### src/rtl/kwu_pkg.sv
package kwu_pkg;

    // Register selected by the current bus address
    typedef enum logic [2:0] {
        SEL_EN_G,
        SEL_EN_H,
        SEL_FL_G,
        SEL_FL_H,
        SEL_NONE
    } reg_sel_e;

    // Offsets of the four registers from the block base address
    localparam int OFS_EN_G = 0;
    localparam int OFS_EN_H = 1;
    localparam int OFS_FL_G = 2;
    localparam int OFS_FL_H = 3;

endpackage

### src/rtl/kwu_sync.sv
module kwu_sync #(
    parameter int W = 16
) (
    input  logic         clk,
    input  logic         rst_n,
    input  logic [W-1:0] d,
    output logic [W-1:0] q
);
    typedef struct packed {
        logic [W-1:0] s1;
        logic [W-1:0] s2;
    } sync_t;

    sync_t st_d, st_q;

    always_comb begin
        st_d    = st_q;
        st_d.s1 = d;
        st_d.s2 = st_q.s1;
    end

    always_ff @(posedge clk or negedge rst_n) begin
        if (!rst_n) st_q <= '0;
        else        st_q <= st_d;
    end

    assign q = st_q.s2;
endmodule

### src/rtl/kwu_event.sv
module kwu_event #(
    parameter int W         = 8,
    parameter bit HAS_START = 1'b0,
    parameter int START_PIN = 6,
    parameter int SCL_PIN   = 7
) (
    input  logic         clk,
    input  logic         rst_n,
    input  logic [W-1:0] lvl,
    input  logic         start_mode,
    output logic [W-1:0] evt
);
    // Bits whose event is qualified by the clock-pin level in start mode
    localparam logic [W-1:0] START_MASK =
        HAS_START ? (W'(1) << START_PIN) : '0;

    typedef struct packed {
        logic [W-1:0] prev;
    } evt_st_t;

    evt_st_t st_d, st_q;
    logic [W-1:0] veto;

    always_comb begin
        st_d      = st_q;
        st_d.prev = lvl;
        // In start mode, a low clock pin vetoes the data-pin edge
        veto = START_MASK & {W{start_mode & ~lvl[SCL_PIN]}};
        evt  = st_q.prev & ~lvl & ~veto;
    end

    always_ff @(posedge clk or negedge rst_n) begin
        if (!rst_n) st_q <= '0;
        else        st_q <= st_d;
    end
endmodule

### src/rtl/kwu_flags.sv
module kwu_flags #(
    parameter int W = 8
) (
    input  logic         clk,
    input  logic         rst_n,
    input  logic [W-1:0] set,
    input  logic [W-1:0] clr,
    output logic [W-1:0] flag
);
    typedef struct packed {
        logic [W-1:0] f;
    } flag_st_t;

    flag_st_t st_d, st_q;

    always_comb begin
        st_d   = st_q;
        // A new event overrides a clear in the same cycle
        st_d.f = (st_q.f & ~clr) | set;
    end

    always_ff @(posedge clk or negedge rst_n) begin
        if (!rst_n) st_q <= '0;
        else        st_q <= st_d;
    end

    assign flag = st_q.f;
endmodule

### src/rtl/kwu_port_irq.sv
module kwu_port_irq
    import kwu_pkg::*;
#(
    parameter int                PORT_W    = 8,
    parameter int                START_PIN = 6,
    parameter int                ADDR_W    = 8,
    parameter logic [ADDR_W-1:0] BASE_ADDR = 'h2C
) (
    input  logic              clk,
    input  logic              rst_n,
    input  logic [PORT_W-1:0] pin_g,
    input  logic [PORT_W-1:0] pin_h,
    input  logic              bus_sel,
    input  logic              bus_wr,
    input  logic [ADDR_W-1:0] bus_addr,
    input  logic [PORT_W-1:0] bus_wdata,
    output logic [PORT_W-1:0] bus_rdata,
    output logic              irq,
    output logic              od_mode
);
    localparam int NPORT    = 2;
    localparam int MODE_BIT = PORT_W - 1;
    localparam int SCL_PIN  = PORT_W - 1;
    // Port G top bit is the mode select and carries no flag
    localparam logic [PORT_W-1:0] G_MASK = {1'b0, {(PORT_W-1){1'b1}}};

    typedef struct packed {
        logic [PORT_W-1:0] en_g;
        logic [PORT_W-1:0] en_h;
    } cfg_t;

    cfg_t cfg_d, cfg_q;

    logic [NPORT-1:0][PORT_W-1:0] lvl;
    logic [NPORT-1:0][PORT_W-1:0] evt;
    logic [NPORT-1:0][PORT_W-1:0] flg;
    logic [NPORT-1:0][PORT_W-1:0] clr;
    logic [NPORT*PORT_W-1:0]      lvl_flat;
    reg_sel_e                     sel;
    logic [ADDR_W-1:0]            ofs;
    logic                         wr_stb;

    // Input synchroniser for both ports
    kwu_sync #(.W(NPORT*PORT_W)) u_sync (
        .clk  (clk),
        .rst_n(rst_n),
        .d    ({pin_h, pin_g}),
        .q    (lvl_flat)
    );
    assign lvl = lvl_flat;

    // Address decode
    always_comb begin
        ofs = bus_addr - BASE_ADDR;
        if      (ofs == ADDR_W'(OFS_EN_G)) sel = SEL_EN_G;
        else if (ofs == ADDR_W'(OFS_EN_H)) sel = SEL_EN_H;
        else if (ofs == ADDR_W'(OFS_FL_G)) sel = SEL_FL_G;
        else if (ofs == ADDR_W'(OFS_FL_H)) sel = SEL_FL_H;
        else                               sel = SEL_NONE;
    end

    assign wr_stb = bus_sel & bus_wr;

    // Per-port event detection and flag storage; port 0 is G, port 1 is H
    for (genvar p = 0; p < NPORT; p++) begin : g_port
        localparam logic [PORT_W-1:0] FMASK = (p == 0) ? G_MASK : '1;
        localparam reg_sel_e          FSEL  = (p == 0) ? SEL_FL_G : SEL_FL_H;

        kwu_event #(
            .W        (PORT_W),
            .HAS_START(p == 0),
            .START_PIN(START_PIN),
            .SCL_PIN  (SCL_PIN)
        ) u_evt (
            .clk       (clk),
            .rst_n     (rst_n),
            .lvl       (lvl[p]),
            .start_mode(cfg_q.en_g[MODE_BIT]),
            .evt       (evt[p])
        );

        assign clr[p] = (wr_stb && sel == FSEL) ? bus_wdata : '0;

        kwu_flags #(.W(PORT_W)) u_flg (
            .clk  (clk),
            .rst_n(rst_n),
            .set  (evt[p] & FMASK),
            .clr  (clr[p]),
            .flag (flg[p])
        );
    end

    // Enable register next state
    always_comb begin
        cfg_d = cfg_q;
        if (wr_stb) begin
            case (sel)
                SEL_EN_G: cfg_d.en_g = bus_wdata;
                SEL_EN_H: cfg_d.en_h = bus_wdata;
                default:  ;
            endcase
        end
    end

    always_ff @(posedge clk or negedge rst_n) begin
        if (!rst_n) cfg_q <= '0;
        else        cfg_q <= cfg_d;
    end

    // Read mux
    always_comb begin
        case (sel)
            SEL_EN_G: bus_rdata = cfg_q.en_g;
            SEL_EN_H: bus_rdata = cfg_q.en_h;
            SEL_FL_G: bus_rdata = flg[0];
            SEL_FL_H: bus_rdata = flg[1];
            default:  bus_rdata = '0;
        endcase
    end

    assign irq     = |(flg[0] & cfg_q.en_g & G_MASK) | |(flg[1] & cfg_q.en_h);
    assign od_mode = cfg_q.en_g[MODE_BIT];
endmodule

### config.mk
export PLATFORM = sky130hd
export DESIGN_NAME = kwu_port_irq
export DESIGN_NICKNAME = d
export VERILOG_FILES = /design/src/rtl/kwu_pkg.sv /design/src/rtl/kwu_sync.sv /design/src/rtl/kwu_event.sv /design/src/rtl/kwu_flags.sv /design/src/rtl/kwu_port_irq.sv
export SDC_FILE = /design/constraint.sdc
export NUM_CORES = 1
export LEC_CHECK = 0
export BUFFER_PORTS_ARGS = -buffer_cell sky130_fd_sc_hd__buf_4
export CAP_MARGIN = 40
export CORE_ASPECT_RATIO = 0.8
export CORE_MARGIN = 2
export CORE_UTILIZATION = 29
export DETAILED_ROUTE_END_ITERATION = 16
export MAX_ROUTING_LAYER = met4
export PLACE_DENSITY = 0.52
export SLEW_MARGIN = 10
export SYNTH_ARGS = -nofsm -noshare
export SYNTH_HDL_FRONTEND = slang
export SYNTH_SLANG_ARGS = --single-unit
### constraint.sdc
create_clock -name clk -period 1.7 [get_ports clk]
set_clock_uncertainty 0.15 [all_clocks]
set_input_delay 0.34 -clock clk [delete_from_list [all_inputs] [get_ports clk]]
set_output_delay 0.34 -clock clk [all_outputs]
set_load 0.01 [all_outputs]
Word-level counts from Yosys, hierarchy flattened
Index checks and enable logic that the tools add are counted.
{"block": "classes", "addsub": 1, "n_reduce_logical": 8, "n_eq_ne": 6, "bitwise_logic": 18, "mux": 7}
{"operator": "bitwise AND 8 bit", "n": 4}
{"operator": "one-hot mux 8 bit (4 select lines)", "n": 1}
{"operator": "NOT 8 bit", "n": 3}
{"operator": "bitwise AND 7 bit", "n": 3}
{"operator": "== test 8 x 2 -> 1 bit, second input constant", "n": 2}
{"operator": "2-to-1 mux 8 bit", "n": 2}
{"operator": "NOT 7 bit", "n": 2}
{"operator": "2-to-1 mux 3 bit", "n": 4}
{"operator": "== test 8 x 1 -> 1 bit, second input constant", "n": 1}
{"operator": "logical NOT 8 bit", "n": 1}
{"operator": "OR 8 x 7 -> 8 bit", "n": 1}
{"operator": "OR 8 bit", "n": 1}
{"operator": "OR reduction 8 bit", "n": 1}
{"operator": "subtractor 8 x 6 -> 8 bit, second input constant", "n": 1}
{"operator": "OR reduction 7 bit", "n": 1}
{"operator": "== test 3 x 2 -> 1 bit, second input constant", "n": 2}
{"operator": "AND reduction 2 bit", "n": 2}
{"operator": "== test 3 x 1 -> 1 bit, second input constant", "n": 1}
{"operator": "logical NOT 3 bit", "n": 1}
{"operator": "bitwise AND 1 bit", "n": 2}
{"operator": "logical AND 1 bit", "n": 2}
{"operator": "NOT 1 bit", "n": 1}
{"operator": "OR 1 bit", "n": 1}
{"block": "word_totals", "in_bits": 36, "wordCells": 48, "output_inout_bits": 10, "ff_bits": 79}

Depth between registers and ports, before layout
{"block": "logic_depth", "word_depth": 12, "depth_mapped": 4, "mapped_depth_nobuf": 3}

By module
A second synthesis with hierarchy kept.
{"block": "hier_totals", "cells_unflattened": 201, "area_unflattened_um2": 3080.5}
{"module": "kwu_port_irq", "cells_each": 88, "area_each_um2": 1126.1, "instances": 1, "seq_area_each_um2": 400.4}
{"module": "kwu_sync", "cells_each": 32, "area_each_um2": 800.8, "instances": 1, "seq_area_each_um2": 800.8}
{"module": "kwu_flags", "cells_each": 24, "area_each_um2": 290.3, "instances": 2, "seq_area_each_um2": 200.2}
{"module": "kwu_event (g_port[1].u_evt)", "cells_each": 16, "area_each_um2": 310.3, "instances": 1, "seq_area_each_um2": 200.2}
{"module": "kwu_event (g_port[0].u_evt)", "cells_each": 17, "area_each_um2": 262.8, "instances": 1, "seq_area_each_um2": 200.2}

Least setup slack after synthesis
OpenSTA, ideal clock, no wires.
{"block": "synth_timing", "path_type": "in2out", "start": "input bus_addr[6]", "end": "output bus_rdata[4]", "stages": 4, "t_arrival_ns": 1.284, "t_required_ns": 1.210, "n_path_buf": 1, "setup_slack_ns": -0.074, "path_cell_list": "and4bb_4 > buf_12 > nand3b_1 > and2b_1"}
{"block": "synth_between", "elab_chain_cells": 8, "elab_cells_between_ends": 14, "classes_between": "1 x add/sub; 6 x eq/ne; 5 x mux; 2 x reduce/logical"}
{"item": "start: declaration", "line_no": "kwu_port_irq.sv:15", "rtl": "input logic [ADDR_W-1:0] bus_addr,"}
{"item": "subtractor 8 x 6 -> 8 bit *", "line_no": "kwu_port_irq.sv:54", "rtl": "ofs = bus_addr - BASE_ADDR;"}
{"item": "== test 8 x 2 -> 1 bit", "line_no": "kwu_port_irq.sv:58", "rtl": "else if (ofs == ADDR_W'(OFS_FL_H)) sel = SEL_FL_H;"}
{"item": "2-to-1 mux 3 bit", "line_no": "kwu_port_irq.sv:58"}
{"item": "2-to-1 mux 3 bit", "line_no": "kwu_port_irq.sv:57", "rtl": "else if (ofs == ADDR_W'(OFS_FL_G)) sel = SEL_FL_G;"}
{"item": "2-to-1 mux 3 bit", "line_no": "kwu_port_irq.sv:56", "rtl": "else if (ofs == ADDR_W'(OFS_EN_H)) sel = SEL_EN_H;"}
{"item": "2-to-1 mux 3 bit *", "line_no": "kwu_port_irq.sv:55", "rtl": "if (ofs == ADDR_W'(OFS_EN_G)) sel = SEL_EN_G;"}
{"item": "== test 3 x 2 -> 1 bit (tied with other cells)", "line_no": "kwu_port_irq.sv:112", "rtl": "case (sel)"}
{"item": "one-hot mux 8 bit (4 select lines) *", "line_no": "kwu_port_irq.sv:112"}
{"item": "end: declaration", "line_no": "kwu_port_irq.sv:17", "rtl": "output logic [PORT_W-1:0] bus_rdata,"}
Mark *: on every way between the ends. The rest lies on a longest branch, timed or not.

Worst setup path after layout
{"block": "layout_timing", "start": "register g_port[1].u_flg.st_q, in the netlist g_port[1].u_flg.flag[0]", "end": "output irq"}
{"block": "layout_between", "elab_chain_cells": 3}
{"item": "start: declaration", "line_no": "kwu_flags.sv:14", "rtl": "flag_st_t st_d, st_q;"}
{"item": "start signal: assignment", "line_no": "kwu_flags.sv:24", "rtl": "else st_q <= st_d;"}
{"item": "bitwise AND 8 bit", "line_no": "kwu_port_irq.sv:121", "rtl": "assign irq = |(flg[0] & cfg_q.en_g & G_MASK) | |(flg[1] & cfg_q.en_h);"}
{"item": "OR reduction 8 bit", "line_no": "kwu_port_irq.sv:121"}
{"item": "OR 1 bit", "line_no": "kwu_port_irq.sv:121"}
{"item": "end: declaration", "line_no": "kwu_port_irq.sv:18", "rtl": "output logic irq,"}
No other way between the ends.

==> results.md <==
- Clock Latency Late Sink: 0.33 ns
- Die width: approximately 120 um
- Share of the clock period used by the worst path: 1.21
- Main synth FF type: dfrtp_1
- Status: finished, violations left
- Max transition margin: 0.813
- Synth warn: 0
- ANT cells: 0
- Clock sink count: 79
- Total GRT Usage: 0.136
- Yosys top cell by area: dfrtp_1
- Post-Synthesis Net Count: 218
- Routability cong.: 0.741
- Worst-margin pin slew: 0.280 ns
- CTS H-tree lvls: 3
- Final Util: 0.429
- Critical path cell sequence: a222oi_1 -> and3_1 -> nand4_1 -> buf_4
- Residual overflow from global routing: 0
- Pre-antenna DRT Iters: 4
- Synth Area in Simple Gates: 0.0958
- VDD IR max: 565 uV
- Synth Area in Adders: 0
- CP max FO: 3
- Post-route cell area: 0.00419 mm^2
- Final WL: 6370 um
- Post-synthesis register bit count: 79
- Crit path max-delay cell type: dfrtp_1
- Nets: 314
- Setup crit end kind: output port
- Fin Setup TNS: -2.38 ns
- Yosys cell types: 29
- Final WS setup: -0.352 ns
- Share of cells above drive strength 1: 0.454
- Max Slew Vio Count: 0
- Pleak: roughly 1.9 nW
- HP Class: in -> reg
- Post-Synthesis Cells: 182
- Unrepaired setup endpoints after global routing: yes
- Hpwl dp: 4250 um
- Number of enable flip-flop cells after synthesis: 0
- CP Class: reg -> out
- Worst-path clk slew: 0.06 ns
- Total power: 4.15 mW
- Maximum number of pins on one net before global-route repair: 36
- Via count: 1821
- Height of the die: 94.2 um
- Critical path buffer and inverter count: 1
- CP Data Arrival Time: about 1.6 ns
- Initial antenna violation count: 0
- Most instantiated cells after synthesis: dfrtp_1 (79), mux2_2 (16), inv_1 (15)
- Final hold violations: 0
- Routed WL per cell: 15.2 um
- Combinational family with the most area after synthesis: multiplexers
- Clock buffer depth: 2
- Port-buffer cells: 45
- Yosys top cell area share: 0.670
- Synth top area cells: dfrtp_1 (67%), mux2_2 (6.1%), mux4_2 (6.1%)
- Final hold slack: 0.119 ns
- Initial core utilization: 0.302
- Pwr per Cell Area: about 1000 mW/mm^2
- Xor/xnor cell area share of the yosys netlist: 0
- Cts bufs inserted: 9
- CTS tree: yes
- Area grow syn2layout: 41.8%
- CP top delay family: flip-flops
- Mux cell area share after synthesis: 0.122
- Register area share after synthesis: 0.670
- Top-count cell post-synth: dfrtp_1
- Max stage delay on crit path: 0.39 ns
- Async SR Flop Fraction: 1.00
- Area post-placement: 0.00356 mm^2
- DRC viols: 0
- Vias per inst: between 4 and 5
- Clk root buf: clkbuf_16
- Core ar.: ~0.0098 mm^2
- WP data required: between 1 and 1.5 ns
- Final min period: 2.05 ns
- CP Launch Type: register
- Mean Syn Cell Area: 16.2 um^2
- Number of global-route vias before repair: just under 2000
- Global-route wire length before repair: 10500 um
- Row cnt: 32
- Max Clk Rate: between 400 and 500 MHz
- Max Cap Viol: 0
- Mapped Area: around 0.003 mm^2
- I/O Pins: 46
- Die area: ~0.011 mm^2
- Failing checks: setup timing
- Final ANT Viol Nets: 0
- Detailed Route Iter0 Violations: 88
- Final setup fails: 9
- Synth Area in Compound Gates: 0.0691
[worst reg2reg max path: stages, from the launching register on]
cell and delay, ns:
dfrtp_1 0.41, buf_4 0.14, buf_4 0.13, and2b_2 0.18, a221o_1 0.25
[cell families (layout without fill, tap and decap cells)]
family | Yosys count | after routing
and+or+nand+nor | 35 | 35
muxes | 24 | 24
DFF | 79 | 79
AOI/OAI and AO/OA | 23 | 23
buffers and inverters | 21 | 121
[layer usage]
layer | wire length, um | global-route usage | vias to the layer above | share of wire
met5 | 0 | - | - | 0
met4 | 116 | 0.0559 | 0 | 0.018
met3 | 318 | 0.0471 | 10 | 0.050
met2 | 2730 | 0.181 | 39 | 0.43
met1 | 3200 | 0.190 | 920 | 0.50
li1 | - | - | 852 | -
[area by class of cell]
cell class | instances | area, um^2
Fill cell | 936 | 5580
Sequential cell | 79 | 1980
Multi-Input combinational cell | 82 | 900
Timing Repair Buffer | 91 | 793
Clock buffer | 12 | 246
Tap cell | 136 | 170
Inverter | 15 | 56.3
Clock inverter | 3 | 43.8
[sequential cells by signal (all words and copies together), names as in the netlist]
| signal | cells |
|---|---|
| cfg_q | 15 |
| od_mode | 1 |
| g_port.u_flg.flag | 16 |
| u_sync.q | 16 |
| g_port.u_evt.st_q | 15 |
| u_sync.st_d | 16 |
[where the power goes]
part           internal (mW)  leakage [nW]  switching (mW)  total, mW
Clock                   1.17         0.143           0.717       1.89
Sequential              1.95         0.915          0.0265       1.97
Combinational          0.166         0.870           0.121      0.286
[placed cells by master (no fill, tap or decap), drive strengths merged]
cell | Yosys | routed
nor2b | 9 | 9
dfrtp | 79 | 79
a221o | 6 | 6
nand3b | 1 | 1
a22oi | 4 | 4
inv | 15 | 15
buf | 4 | 74
dlygate4sd3 | 0 | 17
mux4 | 8 | 8
and2 | 1 | 1
o21a | 1 | 1
clkinv | 0 | 2
nor3b | 1 | 1
mux2 | 16 | 16
and2b | 7 | 7
a211o | 1 | 1
and4b | 2 | 2
clkbuf | 2 | 12
and3 | 1 | 1
a22o | 9 | 9
bufinv | 0 | 1
a221oi | 1 | 1
nand3 | 1 | 1
nand4b | 1 | 1
a222oi | 1 | 1
and4bb | 1 | 1
nor2 | 1 | 1
nand4 | 9 | 9
[final timing paths]
check                                        start                      end  slack, ns  cells after the start
min                                   bus_wdata[5]                 cfg_q[5]       0.12                      2
max                        g_port[1].u_flg.flag[0]                      irq      -0.35                      4
max in group asynchronous                    rst_n                 cfg_q[0]       0.65                      3
min reg2reg                         u_sync.st_d[2]              u_sync.q[2]       0.20                      0
min in group asynchronous                    rst_n           u_sync.st_d[9]       0.28                      2
max reg2reg                g_port[0].u_flg.flag[4]  g_port[0].u_flg.flag[4]       0.33                      4
[metrics by stage]
stage                     instances  setup WS [ns]
after floorplan                 182        -0.0693
after global routing            418         -0.469
after global placement          375         -0.201
after CTS                       416         -0.366
after detailed placement        375         -0.203
final                           418         -0.352
[what timing repair did]
action | CTS | global route
pin swaps | 0 | 2
buffers inserted | 9 | 2
hold endpoints to repair | 34 | 0
endpoints found under the setup margin | 9 | 9
hold buffers | 17 | 0
resized for setup | 18 | 2
(Power assumes the default switching activity.)
